### src/rtl/ledsr_pkg.sv
package ledsr_pkg;
  localparam int unsigned CH_DEFAULT = 8;
endpackage

### src/rtl/ledsr_edge.sv
module ledsr_edge (
  input  logic clk,
  input  logic rst_n,
  input  logic sclk,
  output logic rise,
  output logic fall
);
  logic sclk_d;

  always_ff @(posedge clk or negedge rst_n) begin
    if (!rst_n) sclk_d <= 1'b0;
    else        sclk_d <= sclk;
  end

  assign rise = sclk & ~sclk_d;
  assign fall = ~sclk & sclk_d;
endmodule

### src/rtl/ledsr_shift.sv
module ledsr_shift #(
  parameter int unsigned N = ledsr_pkg::CH_DEFAULT
) (
  input  logic         clk,
  input  logic         rst_n,
  input  logic         rise,
  input  logic         fall,
  input  logic         sin,
  input  logic         ld_valid,
  input  logic [N-1:0] ld_data,
  output logic [N-1:0] q,
  output logic         sout
);
  localparam int unsigned TOP = N - 1;

  logic [N-1:0] nxt;

  always_comb begin
    nxt = q;
    if (rise) begin
      if (ld_valid) nxt = ld_data;
      else          nxt = {q[TOP-1:0], sin};
    end
  end

  always_ff @(posedge clk or negedge rst_n) begin
    if (!rst_n) begin
      q    <= '0;
      sout <= 1'b0;
    end else begin
      q <= nxt;
      if (fall) sout <= q[TOP];
    end
  end
endmodule

### src/rtl/ledsr_out.sv
module ledsr_out #(
  parameter int unsigned N = ledsr_pkg::CH_DEFAULT
) (
  input  logic         clk,
  input  logic         rst_n,
  input  logic         open,
  input  logic         blank,
  input  logic [N-1:0] d,
  output logic [N-1:0] lat_q,
  output logic [N-1:0] on
);
  always_ff @(posedge clk or negedge rst_n) begin
    if (!rst_n)    lat_q <= '0;
    else if (open) lat_q <= d;
  end

  for (genvar i = 0; i < N; i++) begin : g_gate
    assign on[i] = lat_q[i] & ~blank;
  end
endmodule

### src/rtl/ledsr_top.sv
module ledsr_top #(
  parameter int unsigned NCH = ledsr_pkg::CH_DEFAULT
) (
  input  logic           clk,
  input  logic           rst_n,
  input  logic           ser_clk,
  input  logic           ser_in,
  input  logic           latch_in,
  input  logic           latch_drv,
  input  logic           enable_n,
  input  logic           enable_drv,
  input  logic           load_valid,
  output logic           load_ready,
  input  logic [NCH-1:0] load_data,
  output logic           ser_out,
  output logic [NCH-1:0] shift_q,
  output logic [NCH-1:0] out_on
);
  logic           rise_w;
  logic           fall_w;
  logic           latch_eff;
  logic           blank_eff;
  logic [NCH-1:0] lat_w;

  // Weak pulls: an undriven latch reads low, an undriven enable reads high.
  assign latch_eff = latch_drv & latch_in;
  assign blank_eff = ~enable_drv | enable_n;

  ledsr_edge u_edge (
    .clk  (clk),
    .rst_n(rst_n),
    .sclk (ser_clk),
    .rise (rise_w),
    .fall (fall_w)
  );

  ledsr_shift #(.N(NCH)) u_shift (
    .clk     (clk),
    .rst_n   (rst_n),
    .rise    (rise_w),
    .fall    (fall_w),
    .sin     (ser_in),
    .ld_valid(load_valid),
    .ld_data (load_data),
    .q       (shift_q),
    .sout    (ser_out)
  );

  ledsr_out #(.N(NCH)) u_out (
    .clk  (clk),
    .rst_n(rst_n),
    .open (latch_eff),
    .blank(blank_eff),
    .d    (shift_q),
    .lat_q(lat_w),
    .on   (out_on)
  );

  assign load_ready = rise_w;
endmodule

### config.mk
export PLATFORM = sky130hd
export DESIGN_NAME = ledsr_top
export DESIGN_NICKNAME = d
export VERILOG_FILES = /design/src/rtl/ledsr_pkg.sv /design/src/rtl/ledsr_edge.sv /design/src/rtl/ledsr_shift.sv /design/src/rtl/ledsr_out.sv /design/src/rtl/ledsr_top.sv
export SDC_FILE = /design/constraint.sdc
export NUM_CORES = 1
export LEC_CHECK = 0
export ABC_CLOCK_PERIOD_IN_PS = 1100
export CORE_MARGIN = 2
export CORE_UTILIZATION = 41
export CTS_CLUSTER_SIZE = 14
export DETAILED_ROUTE_END_ITERATION = 8
export PLACE_DENSITY = 0.85
export SYNTH_ARGS = -nofsm -noshare
export SYNTH_HDL_FRONTEND = slang
export SYNTH_HIERARCHICAL = 1
export SYNTH_SLANG_ARGS = --single-unit
### constraint.sdc
create_clock -name clk -period 1.1 [get_ports clk]
set_input_delay 0.22 -clock clk [delete_from_list [all_inputs] [get_ports clk]]
set_output_delay 0.22 -clock clk [all_outputs]
set_load 0.02 [all_outputs]
==> flow_summary.toml <==
[placement]
io_buffers = 34
dp_hpwl_mm = 1.47
gp_congestion = 0.730
dp_cells = 145

[power_and_ir_drop]
power-per-cell-area_nw_per_um2 = 1520
ir_drop_v = 0.00121
leakage_nw = 0.712
finalPower_mw = 2.26

[route]
wirelength_mm = 1.96
drtIter0Drc = 14
wl_per_cell_um = 12.5
ant_nets = 0
routed_via_density = 4.49
dr_total_vias = 705
drc = 0
first_pass_iters = 5

[clocking]
cts_tree = "done"
insertion_delay_ns = 0.30
cts_max_level = 1
cts.path.max_buffers = 2
cts_root_buffer = "clkbuf_4"
clk_pin_slew_worst_paths_ns = 0.10
numCtsBuffers = 3
cts_sinks = 18

[timing]
worstMarginPinSlew_ns = 0.229
setup_slack_ns = -0.0935
hold_ws_ns = 0.235
finalSetupViolations = 9
drv_slew = 0
slew_headroom = 0.848
setup_tns_ns = -0.714
grt_setup_unrepaired = "true"
finalCriticalPeriod_ns = 1.19
fin_worst_skew_ns = 0.00461
hold_viol_final = 0
post-route-period-util = 1.08
maxClockFrequency_ghz = 0.838

[die]
initial_core_util = 0.434
die_w_um = 49.6
io_pins = 35
core_um2 = 1960
rows = 16
die_h_um = 49.6
die_area_um2 = 2460

[run_status]
outcome = "finished, violations left"
violations = "negative setup slack"

[logic_synthesis]
synth_area_leaders = "dfrtp_1 53%, mux2_4 14%, mux2i_1 9.4%"
avgSynthCellArea_um2 = 12.7
synth_top_cell_by_area = "dfrtp_1"
ys_seq_area_frac = 0.529
synthCells = 67
yosysWarnings = 6
synth_top_cell_area_share = 0.529
syn_area_um2 = 852
syn_nets = 84
ys_seq_elements = 18
yosysUniqueCellTypes = 13

[setup_path]
arrival_ns = 0.97
cp_slowest_cell = "dfrtp_1"
end_kind = "primary output"
critical-path-max-stage-delay_ns = 0.39
critical_path_required_ns = 0.88
crit_fanout = 2
crit_family = "flip-flops"
crit_chain = "nor2b_1 -> buf_2"
start_kind = "flop"
critPathKind = "flop to primary output"
crit_buf_inv = 1

[global_routing]
grt_pass1_vias = 690
grt_usage = 0.177
grt_overflow_total = 0
grt_pass1_wl_mm = 3.24
grt_max_degree = 19
antenna_found_initial = 0

[final_layout]
mostFrequentLayoutCells = "28 x buf_4, 18 x dfrtp_1, 13 x clkdlybuf4s50_1"
n_antenna_cell = 0
nets = 148
utilization = 0.755
area_delta_synth_final_pct = 73.9
drive_above_1_share = 0.523
layout_commonest_cell = "buf_4"
final_cells = 157
nFillCells = 137

[worst_hold_path]
hp-class = "input port to asynchronous set/reset pin"

[run]
drv_cap = 0
[registers in the layout (all words and copies together), names as in the netlist]
signal	count
u_edge/sclk_d	1
u_out/lat_q	8
u_shift/q	8
u_shift/sout	1
[cell type report]
type / instances / area, um2 / area share
Clock buffer: 4 / 36.3 / 0.0245
Sequential cell: 18 / 450 / 0.304
Multi-Input combinational cell: 45 / 394 / 0.266
Tap cell: 27 / 33.8 / 0.0228
Timing Repair Buffer: 63 / 567 / 0.383
[stage by stage]
step | area [um2] | setup slack, ns
2_1_floorplan | 860 | 0.0117
3_3_place_gp | 1380 | -0.720
3_5_place_dp | 1380 | -0.830
4_1_cts | 1380 | -0.0909
5_1_grt | 1480 | -0.134
6_report | 1480 | -0.0935
[path summary, 6_finish.rpt]
kind                                startpoint              to  slack (ns)  cells after the start
worst max-delay path            u_out/lat_q[2]       out_on[2]       -0.09                      2
worst min-delay path                     rst_n  u_out/lat_q[3]        0.24                      2
worst max register to register  u_out/lat_q[5]  u_out/lat_q[5]        0.01                      4
worst min register to register    u_shift/sout    u_shift/sout        0.56                      1
max in group asynchronous                rst_n    u_shift/q[6]        0.67                      2
min in group clk                       ser_clk   u_edge/sclk_d        0.27                      2
[repair_timing]
item                       4_1_cts  5_1_grt
setup endpoints to repair       27       18
hold buffers                     0        0
setup buffers                    5        3
gates resized for setup         81       26
[cells in the mapped netlist, drive strengths merged]
| master | count |
|---|---|
| dfrtp | 18 |
| mux2 | 9 |
| nor2b | 9 |
| a21oi | 8 |
| mux2i | 8 |
| nor2 | 8 |
| buf | 4 |
| and2 | 1 |
| and2b | 1 |
| nand2b | 1 |
[routing by layer]
metal,up-vias,track usage,part of all wire
met5,-,0,0
met4,0,0.0972,0.018
met3,4,0.0273,0.044
met2,24,0.282,0.50
met1,329,0.231,0.44
li1,348,-,-
[report_power, final]
group          internal (mW)  switching [mW]
logic                  0.621           0.360
clock network          0.202           0.205
registers              0.794          0.0749
[cell families after synthesis]
logic type	count (synthesis)	share of synthesized area
muxes	17	0.248
DFF	18	0.529
buffers and inverters	4	0.0440
and+or+nand+nor	20	0.132
AOI/OAI and AO/OA	8	0.0470
Power figures use the tool's default switching activity.
